--- src/rtl/line_expo_seq_pkg.sv ---
package line_expo_seq_pkg;

    typedef enum logic [2:0] {
        ST_IDLE     = 3'd0,
        ST_ARMED    = 3'd1,
        ST_S_EXPOSE = 3'd2,
        ST_S_READ   = 3'd3,
        ST_S_HOLD   = 3'd4,
        ST_F_WAIT   = 3'd5,
        ST_F_EXPOSE = 3'd6,
        ST_F_READ   = 3'd7
    } seq_state_e;

endpackage

--- src/rtl/seq_edge_sync.sv ---
module seq_edge_sync #(
    parameter int STAGES = 2
) (
    input  logic clk,
    input  logic rst_n,
    input  logic d_i,
    output logic rise_o,
    output logic any_o
);
    logic [STAGES-1:0] chain_q;
    logic              prev_q;

    generate
        if (STAGES == 1) begin : g_one
            always_ff @(posedge clk or negedge rst_n) begin
                if (!rst_n) chain_q <= '0;
                else        chain_q <= d_i;
            end
        end else begin : g_many
            always_ff @(posedge clk or negedge rst_n) begin
                if (!rst_n) chain_q <= '0;
                else        chain_q <= {chain_q[STAGES-2:0], d_i};
            end
        end
    endgenerate

    always_ff @(posedge clk or negedge rst_n) begin
        if (!rst_n) prev_q <= 1'b0;
        else        prev_q <= chain_q[STAGES-1];
    end

    assign rise_o = chain_q[STAGES-1] & ~prev_q;
    assign any_o  = chain_q[STAGES-1] ^ prev_q;
endmodule

--- src/rtl/seq_pix_div.sv ---
module seq_pix_div #(
    parameter int DIV = 10
) (
    input  logic clk,
    input  logic rst_n,
    input  logic en_i,
    output logic ce_o
);
    localparam int CW = (DIV > 2) ? $clog2(DIV) : 1;
    localparam logic [CW-1:0] TOP = CW'(DIV - 1);

    logic [CW-1:0] cnt_q;

    always_ff @(posedge clk or negedge rst_n) begin
        if (!rst_n)            cnt_q <= '0;
        else if (!en_i)        cnt_q <= '0;
        else if (cnt_q == TOP) cnt_q <= '0;
        else                   cnt_q <= cnt_q + 1'b1;
    end

    assign ce_o = en_i && (cnt_q == TOP);
endmodule

--- src/rtl/seq_group_ctr.sv ---
module seq_group_ctr #(
    parameter int STRIDE  = 3,
    parameter int GROUP   = 5,
    parameter int FRAME_W = 3,
    parameter int PHASE_W = 2
) (
    input  logic               clk,
    input  logic               rst_n,
    input  logic               clr_i,
    input  logic               frame_i,
    input  logic               prev_live_i,
    input  logic               prev_fast_i,
    input  logic               new_fast_i,
    output logic [FRAME_W-1:0] frame_idx_o,
    output logic [PHASE_W-1:0] phase_o,
    output logic [PHASE_W-1:0] nxt_phase_o,
    output logic               done_o
);
    localparam logic [FRAME_W-1:0] LAST_FRAME = FRAME_W'(GROUP - 1);
    localparam logic [PHASE_W-1:0] LAST_PHASE = PHASE_W'(STRIDE - 1);

    logic [FRAME_W-1:0] idx_q, idx_n;
    logic [PHASE_W-1:0] ph_q, ph_n;
    logic               done_q, closes, restart;

    always_comb begin
        closes  = prev_live_i && (!prev_fast_i || idx_q == LAST_FRAME);
        restart = !prev_live_i || (prev_fast_i != new_fast_i) || closes;
        idx_n   = restart ? '0 : idx_q + 1'b1;
        if (restart)                ph_n = '0;
        else if (ph_q == LAST_PHASE) ph_n = '0;
        else                         ph_n = ph_q + 1'b1;
    end

    always_ff @(posedge clk or negedge rst_n) begin
        if (!rst_n) begin
            idx_q  <= '0;
            ph_q   <= '0;
            done_q <= 1'b0;
        end else if (clr_i) begin
            idx_q  <= '0;
            ph_q   <= '0;
            done_q <= 1'b0;
        end else begin
            done_q <= frame_i && closes;
            if (frame_i) begin
                idx_q <= idx_n;
                ph_q  <= ph_n;
            end
        end
    end

    assign frame_idx_o = idx_q;
    assign phase_o     = ph_q;
    assign nxt_phase_o = ph_n;
    assign done_o      = done_q;
endmodule

--- src/rtl/line_expo_seq.sv ---
module line_expo_seq #(
    parameter int LINE_W          = 12,
    parameter int FRAME_W         = 3,
    parameter int STRIDE          = 3,
    parameter int GROUP           = 5,
    parameter int SLOW_EXP_TICKS  = 1000,
    parameter int SLOW_READ_TICKS = 40,
    parameter int PIX_DIV         = 10,
    parameter int SYNC_STAGES     = 2
) (
    input  logic               clk,
    input  logic               rst_n,
    input  logic               hsync_i,
    input  logic               vsync_i,
    input  logic               mode_fast_i,
    input  logic               go_i,
    output logic               sns_start_o,
    output logic               readout_o,
    output logic               pix_ce_o,
    output logic [LINE_W-1:0]  line_idx_o,
    output logic [FRAME_W-1:0] frame_idx_o,
    output logic               group_done_o
);
    import line_expo_seq_pkg::*;

    localparam int PHASE_W = (STRIDE > 2) ? $clog2(STRIDE) : 1;
    localparam int RD_W    = (SLOW_READ_TICKS > STRIDE) ? $clog2(SLOW_READ_TICKS + 1)
                                                        : $clog2(STRIDE + 1);
    localparam logic [LINE_W-1:0]  EXP_END   = LINE_W'(SLOW_EXP_TICKS);
    localparam logic [RD_W-1:0]    SRD_END   = RD_W'(SLOW_READ_TICKS);
    localparam logic [RD_W-1:0]    FRD_END   = RD_W'(STRIDE - 1);
    localparam logic [PHASE_W-1:0] MOD_LAST  = PHASE_W'(STRIDE - 1);
    localparam logic [LINE_W-1:0]  LINE_MAX  = {LINE_W{1'b1}};

    seq_state_e         state_q, state_n;
    logic               vs_rise, ln_tick, hs_rise_unused;
    logic [LINE_W-1:0]  line_q, line_inc;
    logic [PHASE_W-1:0] mod_q, mod_inc;
    logic [RD_W-1:0]    rd_q, rd_inc;
    logic               mode_q, live_q;
    logic [PHASE_W-1:0] phase, nxt_phase;
    logic               frame_evt, active;

    seq_edge_sync #(.STAGES(SYNC_STAGES)) u_hs_sync (
        .clk(clk), .rst_n(rst_n), .d_i(hsync_i),
        .rise_o(hs_rise_unused), .any_o(ln_tick)
    );

    logic vs_any_unused;
    seq_edge_sync #(.STAGES(SYNC_STAGES)) u_vs_sync (
        .clk(clk), .rst_n(rst_n), .d_i(vsync_i),
        .rise_o(vs_rise), .any_o(vs_any_unused)
    );

    assign active    = (state_q != ST_IDLE);
    assign frame_evt = go_i && active && vs_rise;

    seq_group_ctr #(
        .STRIDE(STRIDE), .GROUP(GROUP), .FRAME_W(FRAME_W), .PHASE_W(PHASE_W)
    ) u_group (
        .clk(clk), .rst_n(rst_n), .clr_i(!go_i), .frame_i(frame_evt),
        .prev_live_i(live_q), .prev_fast_i(mode_q), .new_fast_i(mode_fast_i),
        .frame_idx_o(frame_idx_o), .phase_o(phase), .nxt_phase_o(nxt_phase),
        .done_o(group_done_o)
    );

    // Counter increments shared by the next-state logic
    always_comb begin
        line_inc = (line_q == LINE_MAX) ? line_q : line_q + 1'b1;
        mod_inc  = (mod_q == MOD_LAST) ? '0 : mod_q + 1'b1;
        rd_inc   = rd_q + 1'b1;
    end

    // Next-state logic
    always_comb begin
        state_n = state_q;
        if (!go_i) begin
            state_n = ST_IDLE;
        end else if (state_q == ST_IDLE) begin
            state_n = ST_ARMED;
        end else if (vs_rise) begin
            if (!mode_fast_i)            state_n = ST_S_EXPOSE;
            else if (nxt_phase == '0)    state_n = ST_F_EXPOSE;
            else                         state_n = ST_F_WAIT;
        end else if (ln_tick) begin
            unique case (state_q)
                ST_S_EXPOSE: if (line_inc == EXP_END) state_n = ST_S_READ;
                ST_S_READ:   if (rd_inc == SRD_END)   state_n = ST_S_HOLD;
                ST_F_WAIT:   if (mod_inc == phase)    state_n = ST_F_EXPOSE;
                ST_F_EXPOSE:                          state_n = ST_F_READ;
                ST_F_READ:   if (rd_inc == FRD_END)   state_n = ST_F_EXPOSE;
                default:                              state_n = state_q;
            endcase
        end
    end

    // State register
    always_ff @(posedge clk or negedge rst_n) begin
        if (!rst_n) state_q <= ST_IDLE;
        else        state_q <= state_n;
    end

    // Line, phase-modulo and readout counters
    always_ff @(posedge clk or negedge rst_n) begin
        if (!rst_n) begin
            line_q <= '0;
            mod_q  <= '0;
            rd_q   <= '0;
            mode_q <= 1'b0;
            live_q <= 1'b0;
        end else if (!go_i || state_q == ST_IDLE) begin
            line_q <= '0;
            mod_q  <= '0;
            rd_q   <= '0;
            live_q <= 1'b0;
        end else if (vs_rise) begin
            line_q <= '0;
            mod_q  <= '0;
            rd_q   <= '0;
            mode_q <= mode_fast_i;
            live_q <= 1'b1;
        end else if (ln_tick) begin
            line_q <= line_inc;
            mod_q  <= mod_inc;
            if (state_q == ST_S_READ || state_q == ST_F_READ) rd_q <= rd_inc;
            else                                              rd_q <= '0;
        end
    end

    // Output decode
    always_comb begin
        sns_start_o = 1'b0;
        readout_o   = 1'b0;
        unique case (state_q)
            ST_S_EXPOSE, ST_F_EXPOSE: sns_start_o = 1'b1;
            ST_S_READ, ST_F_READ:     readout_o   = 1'b1;
            default: ;
        endcase
    end

    assign line_idx_o = line_q;

    seq_pix_div #(.DIV(PIX_DIV)) u_pix (
        .clk(clk), .rst_n(rst_n), .en_i(readout_o), .ce_o(pix_ce_o)
    );
endmodule

--- config.mk ---
export PLATFORM = sky130hd
export DESIGN_NAME = line_expo_seq
export DESIGN_NICKNAME = d
export VERILOG_FILES = /design/src/rtl/line_expo_seq_pkg.sv /design/src/rtl/seq_edge_sync.sv /design/src/rtl/seq_pix_div.sv /design/src/rtl/seq_group_ctr.sv /design/src/rtl/line_expo_seq.sv
export SDC_FILE = /design/constraint.sdc
export NUM_CORES = 1
export LEC_CHECK = 0
export ABC_AREA = 1
export BUFFER_PORTS_ARGS = -buffer_cell sky130_fd_sc_hd__buf_4
export CORE_MARGIN = 8
export CORE_UTILIZATION = 58
export DETAILED_ROUTE_END_ITERATION = 7
export PLACE_DENSITY = 0.84
export SKIP_CTS_REPAIR_TIMING = 1
export SLEW_MARGIN = 25
export SYNTH_ARGS = -nofsm -noshare
export SYNTH_HDL_FRONTEND = slang
export SYNTH_SLANG_ARGS = --single-unit
--- constraint.sdc ---
create_clock -name clk -period 2 [get_ports clk]
set_clock_uncertainty 0.05 [all_clocks]
set_input_delay 0.6 -clock clk [delete_from_list [all_inputs] [get_ports clk]]
set_output_delay 0.6 -clock clk [all_outputs]
set_load 0.03 [all_outputs]
## Word-level counts from Yosys, hierarchy flattened

Cells that the tools add are included.

- Bits in registers: 41
- Latch bits: 0
- Memory bits (writable): 0
- Memory bits (read-only): 0
- Input port bits: 6
- Logic and storage cells: 105
- Memories kept: 0

- Add/sub/neg operators: 6
- Multiply operators: 0
- Div/mod/pow operators: 0
- Order comparisons: 0
- Eq/ne operators: 22
- Shift-type cells: 0
- Multiplexer cells: 37
- Bitwise operators: 4
- Reductions and logical operators: 22

Operator list:

| operator | number |
|---|---|
| $mux W12 | 4 |
| $mux W3 | 12 |
| $mux W6 | 4 |
| $ne A5 B5 Y1 const B | 4 |
| $mux W2 | 9 |
| $pmux W3 S5 | 1 |
| $add A12 B1 Y12 const B | 1 |
| $eq A12 B10 Y1 const B | 1 |
| $eq A12 B12 Y1 const B | 1 |
| $eq A3 B3 Y1 const B | 4 |
| $mux W4 | 2 |
| $ne A8 B1 Y1 const B | 1 |
| $add A6 B1 Y6 const B | 1 |
| $eq A3 B2 Y1 const B | 2 |
| $eq A6 B2 Y1 const B | 1 |
| $eq A6 B6 Y1 const B | 1 |
| $reduce_and A6 Y1 | 1 |
| $reduce_bool A3 Y1 | 2 |
| $logic_and A1 B1 Y1 | 5 |
| $logic_or A1 B1 Y1 | 5 |
| $mux W1 | 5 |
| $add A2 B1 Y2 const B | 2 |
| $add A4 B1 Y4 const B | 1 |
| $eq A2 B2 Y1 const B | 2 |
| other kinds (15) | 19 |

## Logic depth before layout (Yosys ltp)

Gate-level depths: netlist of run 1.

- Depth in word-level cells: 11
- Mapped depth: 16

## Modules after synthesis

Synthesis of run 1 repeated with hierarchy kept, for this count alone.

- Cells, all modules: 303
- Area total of the unflattened synthesis: 2,336.0 um^2

Modules (own cells, without submodules):

| module | instances | cells each | area an instance (um^2) |
|---|---|---|---|
| line_expo_seq | 1 | 231 | 1,621.6 |
| seq_group_ctr | 1 | 38 | 322.8 |
| seq_pix_div | 1 | 22 | 201.4 |
| seq_edge_sync | 2 | 6 | 95.1 |

## Worst setup path after synthesis of run 1

No wires, ideal clock.

- Path type: register to register
- Start point: register line_q[0] (netlist: line_idx_o[0])
- End point: register state_q[2]
- Data arrival time: 1,863 ps
- Data required time: 1,833 ps
- Setup slack: -29 ps
- Stages on the path, launching flop included: 16
- Path buffers: 1
- Period minus slack after synthesis: 2,029 ps
- Cell sequence: dfrtp_1 -> ha_1 -> nand2_2 -> nor2_4 -> nand3_2 -> buf_6 -> nand2_4 -> nand2_2 -> nor2_2 -> nand2_1 -> nor2_1 -> nand2_1 -> nand2_1 -> nand2_2 -> nand3_1 -> nand2_1

- Longest elaborated chain between the ends: 5
- Elaborated cells between the ends (all ways): 6
- Classes of those cells: add/sub: 1; eq/ne: 3; mux: 1; reduce/logical: 1

Ends and longest elaborated chain:

| what | line | text |
|---|---|---|
| from (decl) | line_expo_seq.sv:37 | `logic [LINE_W-1:0] line_q, line_inc;` |
| from (signal assigned) | line_expo_seq.sv:123 | `line_q <= line_inc;` |
| $add A12 B1 Y12 / $eq A12 B12 Y1 (equally long branches) | line_expo_seq.sv:69 | `line_inc = (line_q == LINE_MAX) ? line_q : line_q + 1'b1;` |
| $mux W12 * | line_expo_seq.sv:69 |  |
| $eq A12 B10 Y1 * | line_expo_seq.sv:87 | `ST_S_EXPOSE: if (line_inc == EXP_END) state_n = ST_S_READ;` |
| $ne A5 B5 Y1 (no line) * | - |  |
| $reduce_and A6 Y1 (no line) * | - |  |
| to (signal assigned) | line_expo_seq.sv:100 | `else state_q <= state_n;` |
| to (decl) | line_expo_seq.sv:35 | `seq_state_e state_q, state_n;` |

Every way passes the cells marked *; elsewhere a longest branch is shown, timed or not.
A chain may end at the register's enable or synchronous reset.

## Worst setup path after layout of run 1

- Start point: register u_pix.cnt_q[2]
- End point: output port pix_ce_o

- Longest elaborated chain between the ends: 2

Ends and longest elaborated chain:

| what | line | text |
|---|---|---|
| from (decl) | seq_pix_div.sv:12 | `logic [CW-1:0] cnt_q;` |
| from (signal assigned) | seq_pix_div.sv:18 | `else cnt_q <= cnt_q + 1'b1;` |
| $eq A4 B4 Y1 | seq_pix_div.sv:21 | `assign ce_o = en_i && (cnt_q == TOP);` |
| $logic_and A1 B1 Y1 | seq_pix_div.sv:21 |  |
| to (decl) | line_expo_seq.sv:19 | `output logic pix_ce_o,` |

No other way between the ends.

==> summary.txt, run 1 <==
Outcome
  – Outcome: complete, but fails checks
  – Failing checks: negative setup slack

Timing
  – Final Slew Violations: 0
  – Period minus WS final: 2.10 ns
  – Setup TNS: -0.101 ns
  – PnR worst setup slack: -0.101 ns
  – Period utilization: 105%
  – F_max: 0.476 GHz
  – Slew HR: 66.7%
  – Endpoints failing hold: 0
  – RSZ-0062 raised after global routing: yes
  – Slew @ Worst Pin: approximately 0.5 ns
  – Final setup violation count: 1

GRT
  – Total grt overflow: 0
  – Initial antenna violation count: 0
  – All-Layer GR Usage: 17.3%
  – Pin count of the biggest net entering global routing: 42
  – First-pass GRT wire length: 8760 µm
  – Vias in the first global route: around 1,900

Logic synthesis
  – Synth cell types: 25
  – Mean Syn Cell Area: 7.74 µm²
  – Ys Warns: 0
  – Flops & latches, synth: roughly 40
  – Syn Nets: roughly 310
  – Sequential area share after synthesis: a little under half
  – Synthesized area: approximately 2300 µm²
  – Post-synth EDFFs: 0
  – Mapped Cells: ~290
  – Async SR Flop Fraction: between 90% and 100%
  – Ys flop type: dfrtp_1

Job
  – Max-Cap Viols: 0

Placed design
  – Number of cells after detailed placement: ~370
  – Dpl ws: 0.00344 ns
  – DP Wirelength: 3900 µm
  – Port Buffer Count: 24
  – Placer congestion estimate: 0.878
  – Placement Cell Area: between 2000 and 3000 µm²

Power
  – Pleak: roughly 1.3 nW
  – VDD IR max: roughly 0.00055 V
  – Switch share: between 30% and 40%
  – Clock share of power: 25.2%
  – Seq pwr share: a little under half
  – Power Density: around 740 nW/µm²
  – Combinational power share: around 28%
  – Sw power: 0.000703 W
  – Cell Int Power: approximately 0.0013 W

Routing
  – Vias per inst: 5.46
  – Total number of vias: ~2,100
  – DRC viols: 0
  – Initial DRC count: around 190
  – Drt first pass iters: 5
  – DR WL/cell: around 14 µm
  – ANT nets after route: 0
  – Total wire length: between 5000 and 6000 µm

Clock tree
  – # clock sinks: between 40 and 50
  – CTS tree: done
  – Clk root buf: clkbuf_8
  – Clock Latency Late Sink: approximately 0.3 ns
  – CTS Buffer Depth: 2
  – Num CTS Buffers: 5
  – Clk slew on worst S/H paths: ~0.08 ns
  – H-tree depth: 2

Setup path
  – Worst Path Max Fanout: 2
  – Setup slack, reg-to-reg: around 0.070 ns
  – Critical path startpoint category: flip-flop
  – Worst R2R Path Depth: 15
  – Crit. End Element: output pin
  – Critical path class: reg -> out
  – Crit path DAT: between 1 and 1.5 ns
  – Reg-to-Reg End: state_q[2]
  – Required @ worst endpoint: roughly 1.4 ns
  – Worst R2R Start: line_idx_o[1]
  – CP max stage cell: dfrtp_1
  – Cells along the critical path: inv_1 > nand2_1 > or3b_4 > nor2_1 > buf_4
  – CP peak stage delay: about 0.38 ns
  – CP Capture Point: pix_ce_o
  – CP Launch Point: u_pix.cnt_q[2]

Min path
  – Worst Hold Class: in -> async

Cells and area
  – Final std cells w/o fill: around 390
  – Area growth syn-to-layout: 21.2%
  – Final instance area: between 2000 and 3000 µm²
  – Fin nets: ~350
  – Antenna cells: 0
  – Fill count: 285
  – Share of layout cells above drive strength 1: around a quarter

Floorplanning
  – I/O pin cnt: 25
  – Total die area: just over 6000 µm²
  – Die Y: 78.6 µm
  – Initial Util: around 61%
  – Core Footprint: roughly 3700 µm²
  – Rows: 22
  – Die width: 78.6 µm
==> metal layers <==
metal | global-route usage (%) | vias up | wire (µm)
li1 | - | 1032 | -
met1 | 22.7 | 989 | 2390
met2 | 27.0 | 70 | 2510
met3 | 5.24 | 11 | 356
met4 | 4.81 | 0 | 76
met5 | 0 | - | 0
==> worst min-delay path by stage <==
stage	startpoint	end	slack (ns)	cells past startpoint
after floorplan	rst_n	line_idx_o[0]	0.25	0
final	rst_n	line_idx_o[2]	0.22	1
after CTS	rst_n	line_idx_o[7]	0.23	1
after global routing	rst_n	line_idx_o[7]	0.26	1
after detailed placement	u_hs_sync.chain_q[0]	u_hs_sync.chain_q[1]	0.29	0
after global placement	u_hs_sync.chain_q[0]	u_hs_sync.chain_q[1]	0.29	0
==> layout by cell type, fill, tap and decap left out, types with 3 or more instances in the layout <==
cell type,count
clkbuf_8,5
inv_1,35
xor2_1,9
nor2_2,4
a21oi_1,9
a32o_1,4
o21ai_0,13
inv_2,4
nor3_1,5
o22ai_1,10
ha_1,3
nand2_2,9
nor2_4,5
buf_4,36
nand2_1,71
nor2_1,36
dfrtp_2,5
dfrtp_1,36
nand4_1,5
nand3_1,18
==> metrics by stage <==
step	utilization, %	power [W]	hold WS [ns]
final	74.2	0.00204	0.217
after detailed placement	69.2	0.00152	0.290
after floorplan	-	0.00132	0.254
after CTS	71.4	0.00204	0.234
after global routing	74.2	0.00217	0.257
after global placement	69.2	0.00150	0.288
==> cells in the mapped netlist, types with 2 or more instances <==
master / count / share of area, %
nor2_2: 5 / 1.4
nor2_1: 36 / 5.9
ha_1: 5 / 2.7
nand4_1: 5 / 1.4
dfrtp_1: 41 / 45
o22ai_1: 10 / 2.7
nand2_1: 77 / 13
inv_1: 36 / 5.9
nor2_4: 4 / 2.0
a21oi_1: 9 / 2.0
a32o_1: 4 / 1.8
inv_2: 3 / 0.49
nor3_1: 5 / 1.1
nand3_1: 19 / 4.2
nand2_2: 4 / 1.1
xor2_1: 9 / 3.5
o21ai_1: 2 / 0.44
o21ai_0: 13 / 2.9
==> power groups by stage <==
stage	logic, W	registers [W]	clock network, W
floorplan	0.000349	0.000973	0
global placement	0.000538	0.000966	0
detailed placement	0.000547	0.000969	0
CTS	0.000551	0.000952	0.000533
global route	0.000630	0.000971	0.000569
finish	0.000567	0.000961	0.000516
==> worst max-delay path, delay by kind of cell, from the launching register on <==
kind                   cells  cell delay, ns
buffers and inverters      2            0.23
AND/OR/NAND/NOR            3            0.53
flip-flops                 1            0.38
==> area by class of cell <==
class | instances | area (µm²) | area share, %
Clock buffer | 6 | 72.6 | 2.63
Clock inverter | 2 | 10.0 | 0.363
Inverter | 39 | 146 | 5.31
Multi-Input combinational cell | 211 | 1130 | 41.2
Sequential cell | 41 | 1030 | 37.4
Tap cell | 48 | 60.1 | 2.18
Timing Repair Buffer | 38 | 302 | 10.9
==> sequential cells by signal (all words and copies together), names as in the netlist <==
| register | count |
|---|---|
| u_group.frame_idx_o | 3 |
| rd_q | 6 |
| mode_q | 1 |
| state_q | 3 |
| line_idx_o | 12 |
| u_vs_sync.prev_q | 1 |
| u_pix.cnt_q | 4 |
| live_q | 1 |
| u_group.done_o | 1 |
| u_vs_sync.chain_q | 2 |
| mod_q | 2 |
| u_hs_sync.prev_q | 1 |
| u_hs_sync.chain_q | 2 |
| u_group.phase_o | 2 |
==> cells by family (layout without fill, tap and decap cells) <==
| logic type | count (synthesis) | in the layout | synth area share [%] |
|---|---|---|---|
| buf+inv | 42 | 85 | 7.48 |
| fa+ha+maj | 5 | 5 | 2.75 |
| xor+xnor | 10 | 10 | 3.85 |
| compound gates | 38 | 38 | 9.79 |
| simple gates | 158 | 158 | 31.1 |
| flops | 41 | 41 | 45.1 |
Power figures use the tool's default switching activity.
==> run 2: changes to the inputs <==
--- a/config.mk
+++ b/config.mk
@@ -15,4 +15,5 @@
 export SLEW_MARGIN = 25
 export SYNTH_ARGS = -nofsm -noshare
 export SYNTH_HDL_FRONTEND = slang
+export SYNTH_HIERARCHICAL = 1
 export SYNTH_SLANG_ARGS = --single-unit
==> run 2 against run 1 <==
Against the previous run: the flow now finishes without violations; register-to-register slack barely moved; synthesized cell count rose by 2.7%; maximum frequency rose by 9.4%; utilization fell by 2.8 points; clock power rose by 16%; largest cell class unchanged; global-route usage fell by 1.2 points; critical path type is now reg -> reg; first-iteration DRC count fell by 15%; total power rose by 0.46%; sequential share of layout area fell by 0.87 points; largest power group unchanged; hold slack got worse by 0.0089 ns; wire length fell by 4.0%; via count rose by 0.67%.
==> summary.txt, run 2 <==
Routing
  – Total number of vias: 2,116 (+0.67%)
  – Vias per inst: 5.36 (-1.9%)
  – DRC viols: 0 (unchanged)
  – Drt first pass iters: 5 (unchanged)
  – Total wire length: 5110 µm (-4.0%)
  – Initial DRC count: 159 (-15%)
  – DR WL/cell: 12.9 µm (-6.4%)
  – ANT nets after route: 0 (unchanged)

Cells and area
  – Storage cell area: 1030 µm² (-0.24%)
  – Commonest non-fill, non-tap cell in the layout: nand2_1
  – Largest register FFs: 12 (unchanged)
  – Footprint of the multi-input gates: 1160 µm² (+2.4%)
  – Area growth syn-to-layout: 20.8%
  – Share of layout cells above drive strength 1: 22.9% (-0.54 points)
  – Post-layout util: 71.4% (-2.8 points)
  – Most frequent cells in the layout: nand2_1 (60), inv_1 (43), dfrtp_1 (38), buf_4 (36), nor2_1 (30)
  – Fin nets: 359 (+3.5%)
  – Antenna cells: 0 (unchanged)
  – Fill count: 299 (+4.9%)

GRT
  – Pin count of the biggest net entering global routing: 42 (unchanged)
  – First-pass GRT wire length: 8170 µm (-6.8%)
  – Initial antenna violation count: 0 (unchanged)
  – Total grt overflow: 0 (unchanged)
  – Vias in the first global route: 1,914 (unchanged)
  – All-Layer GR Usage: 16.1% (-1.2 points)

Timing
  – Final Slew Violations: 0 (unchanged)
  – Slew @ Worst Pin: 0.510 ns (+0.00965 ns)
  – Slew HR: 66.0% (-0.64 points)
  – Period minus WS final: 1.92 ns (-0.181 ns)
  – Final setup violation count: 0 (-1)
  – Period utilization: 96.0% (-9.1 points)
  – Endpoints failing hold: 0 (unchanged)
  – F_max: 0.521 GHz (+9.4%)
  – RSZ-0062 raised after global routing: yes

Floorplanning
  – Core Footprint: 3940 µm² (+6.1%)
  – Die Y: 79.4 µm (+0.98%)
  – Initial Util: 59.2% (-2.1 points)
  – Total die area: 6310 µm² (+2.0%)
  – Die width: 79.4 µm (+0.98%)
  – I/O pin cnt: 25 (unchanged)
  – Rows: 23 (+4.5%)

Placed design
  – Port Buffer Count: 24 (unchanged)
  – Placer congestion estimate: 0.875 (-0.28%)
  – DP Wirelength: 3450 µm (-11%)

Job
  – Max-Cap Viols: 0 (unchanged)

Logic synthesis
  – Syn Nets: 317 (+3.9%)
  – Ys Warns: 6 (+6)
  – Mean Syn Cell Area: 7.72 µm² (-0.24%)
  – Mapped Cells: 302 (+2.7%)
  – Synthesized area: 2330 µm² (+2.5%)

Setup path
  – Critical path startpoint category: flip-flop
  – Setup slack, reg-to-reg: 0.08 ns (about the same)
  – Worst R2R Start: line_idx_o[1]
  – Critical path class: reg -> reg
  – Reg-to-Reg End: state_q[0]
  – Crit. End Element: flip-flop
  – Required @ worst endpoint: 2.18 ns (+0.83 ns)
  – Worst Path Max Fanout: 6 (+4)
  – Worst R2R Path Depth: 15 (unchanged)
  – Crit path DAT: 2.10 ns (+0.65 ns)

Clock tree
  – # clock sinks: 41 (unchanged)
  – CTS tree: done
  – H-tree depth: 2 (unchanged)
  – Num CTS Buffers: 5 (unchanged)
  – Clk slew on worst S/H paths: 0.09 ns (about the same)
  – Clock Latency Late Sink: 0.30 ns (about the same)
  – Clk root buf: clkbuf_8
  – CTS Buffer Depth: 2 (unchanged)

Min path
  – Worst Hold Class: in -> async

Power
  – Pwr Total: 0.00205 W (+0.46%)
  – VDD IR max: 0.000564 V (+3.1%)
  – Pleak: 1.35 nW (+2.3%)
  – Power Density: 729 nW/µm² (-1.6%)

Outcome
  – Outcome: completed
-- run 2: how the worst max path moves through the flow --
stage | start | endpoint | slack, ns | cells after the start
floorplan | state_q[0] | pix_ce_o | 0.09 | 4
global placement | line_idx_o[0] | state_q[0] | 0.03 | 15
detailed placement | line_idx_o[1] | state_q[2] | -0.02 | 15
CTS | line_idx_o[1] | state_q[0] | -0.1 | 15
global route | line_idx_o[3] | state_q[0] | -0.10 | 12
finish | line_idx_o[1] | state_q[0] | 0.08 | 15
-- run 2: worst max-delay path, stage by stage (launching register included) --
cell and delay [ns]:
dfrtp_2 0.39, ha_4 0.15, nand2_4 0.07, nor2_4 0.21
nand3_4 0.15, nand2_2 0.09, inv_1 0.06, nor2_2 0.09
nand2_1 0.05, nor2_1 0.10, nand2_1 0.07, nand2_1 0.07
nand2_2 0.08, nand2_2 0.09, nand2_1 0.06, nand2_1 0.06
-- run 2: layout make-up --
cell class / instances / area share [%]
multi-input combinational: 212 / 41.3
sequential: 41 / 36.6
timing repair buffer: 37 / 10.0
inverter: 47 / 6.35
clock buffer: 7 / 3.42
tap: 50 / 2.22
clock inverter: 1 / 0.178
-- run 2: per-stage QoR --
step	hold WS, ns	setup slack (ns)	TNS (ns)	instances	instance area [µm²]
final	0.208	0.0806	0	395	2820
after global routing	0.243	-0.104	-0.361	395	2820
after global placement	0.281	0.0335	0	382	2630
after floorplan	0.254	0.0890	0	302	2330
after detailed placement	0.285	-0.0202	-0.0534	382	2630
after CTS	0.232	-0.0983	-0.272	390	2730
-- run 2: report_power, final --
part           internal (W)  switching, W  leakage [nW]
Combinational      0.000180      0.000322         0.751
Clock              0.000312      0.000286        0.0542
Sequential         0.000888     0.0000660         0.548
-- run 2: per-layer routing --
metal | track usage, % | vias to the layer above | part of all wire, %
met5 | 0 | - | 0
met4 | 5.93 | 0 | 1.9
met3 | 4.95 | 9 | 5.6
met2 | 27.4 | 66 | 49
met1 | 18.5 | 979 | 44
li1 | - | 1062 | -
==> run 3: changes to the inputs <==
--- a/config.mk
+++ b/config.mk
@@ -5,7 +5,6 @@
 export SDC_FILE = /design/constraint.sdc
 export NUM_CORES = 1
 export LEC_CHECK = 0
-export ABC_AREA = 1
 export BUFFER_PORTS_ARGS = -buffer_cell sky130_fd_sc_hd__buf_4
 export CORE_MARGIN = 8
 export CORE_UTILIZATION = 58
==> run 3 against run 2 <==
Against the previous run: the flow now finishes with violations (negative setup slack); register-to-register slack got worse by 0.33 ns; combinational power increased by 5.6%; synthesized cell count decreased by 15%; cell count decreased by 7.6%; critical path type unchanged; largest cell class unchanged; highest routed layer unchanged.
==> summary.txt, run 3 <==
Outcome
  – Outcome: complete, but fails checks
  – Failing checks: negative setup slack

Routing
  – Total number of vias: 2,114 (-0.095%)
  – Vias per inst: 5.79 (+8.1%)
  – Drt first pass iters: 4 (-1)
  – ANT nets after route: 0 (unchanged)
  – DRC viols: 0 (unchanged)
  – DR WL/cell: 15.2 µm (+18%)
  – Initial DRC count: 125 (-21%)
  – Total wire length: 5570 µm (+8.9%)

GRT
  – Vias in the first global route: 2,071 (+8.2%)
  – All-Layer GR Usage: 17.8% (+1.8 points)
  – Initial antenna violation count: 0 (unchanged)
  – Pin count of the biggest net entering global routing: 42 (unchanged)
  – First-pass GRT wire length: 9130 µm (+12%)
  – Total grt overflow: 0 (unchanged)

Timing
  – Endpoints failing hold: 0 (unchanged)
  – RSZ-0062 raised after global routing: yes
  – Slew HR: 65.3% (-0.72 points)
  – Hold_ws: 0.235 ns (+0.0265 ns)
  – Slew @ Worst Pin: 0.520 ns (+0.0108 ns)
  – F_max: 0.444 GHz (-15%)
  – Period utilization: 113% (+17 points)
  – Final Slew Violations: 0 (unchanged)
  – PnR worst setup slack: -0.254 ns (-0.335 ns)
  – Final setup violation count: 4 (+4)
  – Period minus WS final: 2.25 ns (+0.335 ns)

Cells and area
  – Share of layout cells above drive strength 1: 31.4% (+8.5 points)
  – Largest register FFs: 12 (unchanged)
  – Area growth syn-to-layout: 27.4%
  – Post-layout util: 76.1% (+4.7 points)
  – Final instance area: 3000 µm² (+6.5%)
  – Commonest non-fill, non-tap cell in the layout: buf_4
  – Most frequent cells in the layout: buf_4 (62), dfrtp_1 (30), nor2_1 (27), nand2_1 (21), a21oi_1 (17)
  – Antenna cells: 0 (unchanged)
  – Fin nets: 329 (-8.4%)

Power
  – VDD IR max: 0.000629 V (+11%)
  – Clock share of power: 25.4% (-3.7 points)
  – Switch share: 32.9% (about the same)
  – Pleak: 1.34 nW (-0.99%)
  – Power Density: 669 nW/µm² (-8.2%)
  – Sw power: 0.000660 W (-2.1%)
  – Cell Int Power: 0.00135 W (-2.3%)
  – Seq pwr share: 48.2% (+1.8 points)
  – Combinational power share: 26.5% (+2.0 points)
  – Pwr Total: 0.00201 W (-2.2%)

Clock tree
  – CTS tree: done
  – # clock sinks: 41 (unchanged)
  – Clock Latency Late Sink: 0.29 ns (about the same)
  – CTS Buffer Depth: 2 (unchanged)
  – H-tree depth: 2 (unchanged)
  – Num CTS Buffers: 5 (unchanged)
  – Clk slew on worst S/H paths: 0.07 ns (-0.02 ns)
  – Clk root buf: clkbuf_8

Floorplanning
  – I/O pin cnt: 25 (unchanged)
  – Core Footprint: 3940 µm² (unchanged)
  – Die width: 79.7 µm (+0.41%)
  – Initial Util: 59.8% (+0.60 points)
  – Total die area: 6360 µm² (+0.82%)
  – Die Y: 79.7 µm (+0.41%)
  – Rows: 23 (unchanged)

Logic synthesis
  – Mean Syn Cell Area: 9.17 µm² (+19%)
  – Ys Warns: 6 (unchanged)
  – Mapped Cells: 257 (-15%)
  – Syn Nets: 272 (-14%)
  – Synthesized area: 2360 µm² (+1.0%)

Placed design
  – DP Wirelength: 3960 µm (+15%)
  – Placer congestion estimate: 0.882 (+0.78%)
  – Placement Cell Area: 2880 µm² (+9.5%)
  – Port Buffer Count: 24 (unchanged)

Setup path
  – Crit path DAT: 2.41 ns (+0.31 ns)
  – Critical path startpoint category: flip-flop
  – Worst Path Max Fanout: 2 (-4)
  – Critical path class: reg -> reg
  – Required @ worst endpoint: 2.16 ns (-0.02 ns)
  – Crit. End Element: flip-flop

Min path
  – Worst Hold Class: in -> async

Job
  – Max-Cap Viols: 0 (unchanged)
run 3: final cells by class:
| cell class | instances | area (µm²) |
|---|---|---|
| clock buffers | 8 | 80.1 |
| fillers | 282 | 942 |
| inverters | 15 | 58.8 |
| multi-input cells | 189 | 1290 |
| flip-flops and latches | 41 | 1040 |
| well taps | 50 | 62.6 |
| repair buffers | 62 | 465 |
run 3: stage by stage:
| stage | setup WS [ns] | cells | TNS [ns] |
|---|---|---|---|
| 2_1_floorplan | -0.396 | 257 | -0.784 |
| 3_3_place_gp | -0.124 | 356 | -0.241 |
| 3_5_place_dp | -0.201 | 356 | -0.402 |
| 4_1_cts | -0.242 | 364 | -0.664 |
| 5_1_grt | -0.312 | 365 | -0.983 |
| 6_report | -0.254 | 365 | -0.669 |
run 3: path summary, 6_finish.rpt:
| check | start | to | slack, ns | depth (start not counted) |
|---|---|---|---|---|
| max in group asynchronous | rst_n | line_idx_o[6] | 1.28 | 1 |
| setup / recovery | line_idx_o[8] | state_q[0] | -0.25 | 7 |
| hold reg to reg | u_vs_sync/chain_q[0] | u_vs_sync/chain_q[1] | 0.30 | 0 |
| hold / removal | rst_n | u_vs_sync/prev_q | 0.23 | 1 |
| setup reg to reg | line_idx_o[8] | state_q[0] | -0.25 | 7 |
| min in group clk | u_vs_sync/chain_q[0] | u_vs_sync/chain_q[1] | 0.30 | 0 |
run 3: power groups by stage:
stage	Combinational, W	Sequential (W)	Clock [W]
after floorplan	0.000335	0.000958	0
after global placement	0.000511	0.000975	0
final	0.000531	0.000968	0.000509
after detailed placement	0.000525	0.000982	0
after global routing	0.000590	0.000979	0.000565
after CTS	0.000526	0.000966	0.000526
run 3: worst max-delay path: stages, from the launching register on:
cell and delay [ns]:
dfrtp_2 0.39, nand4_4 0.13, or4_4 0.56, or3_4 0.34
a21oi_2 0.14, nand4_1 0.09, o31a_1 0.29, o31ai_2 0.18
run 3: layer usage:
layer  wire length, µm  up-vias  GRT usage [%]
li1                  -     1022              -
met1              2420     1036           20.4
met2              2790       51           30.0
met3               284        5           5.41
met4                76        0           7.82
met5                 0        -              0
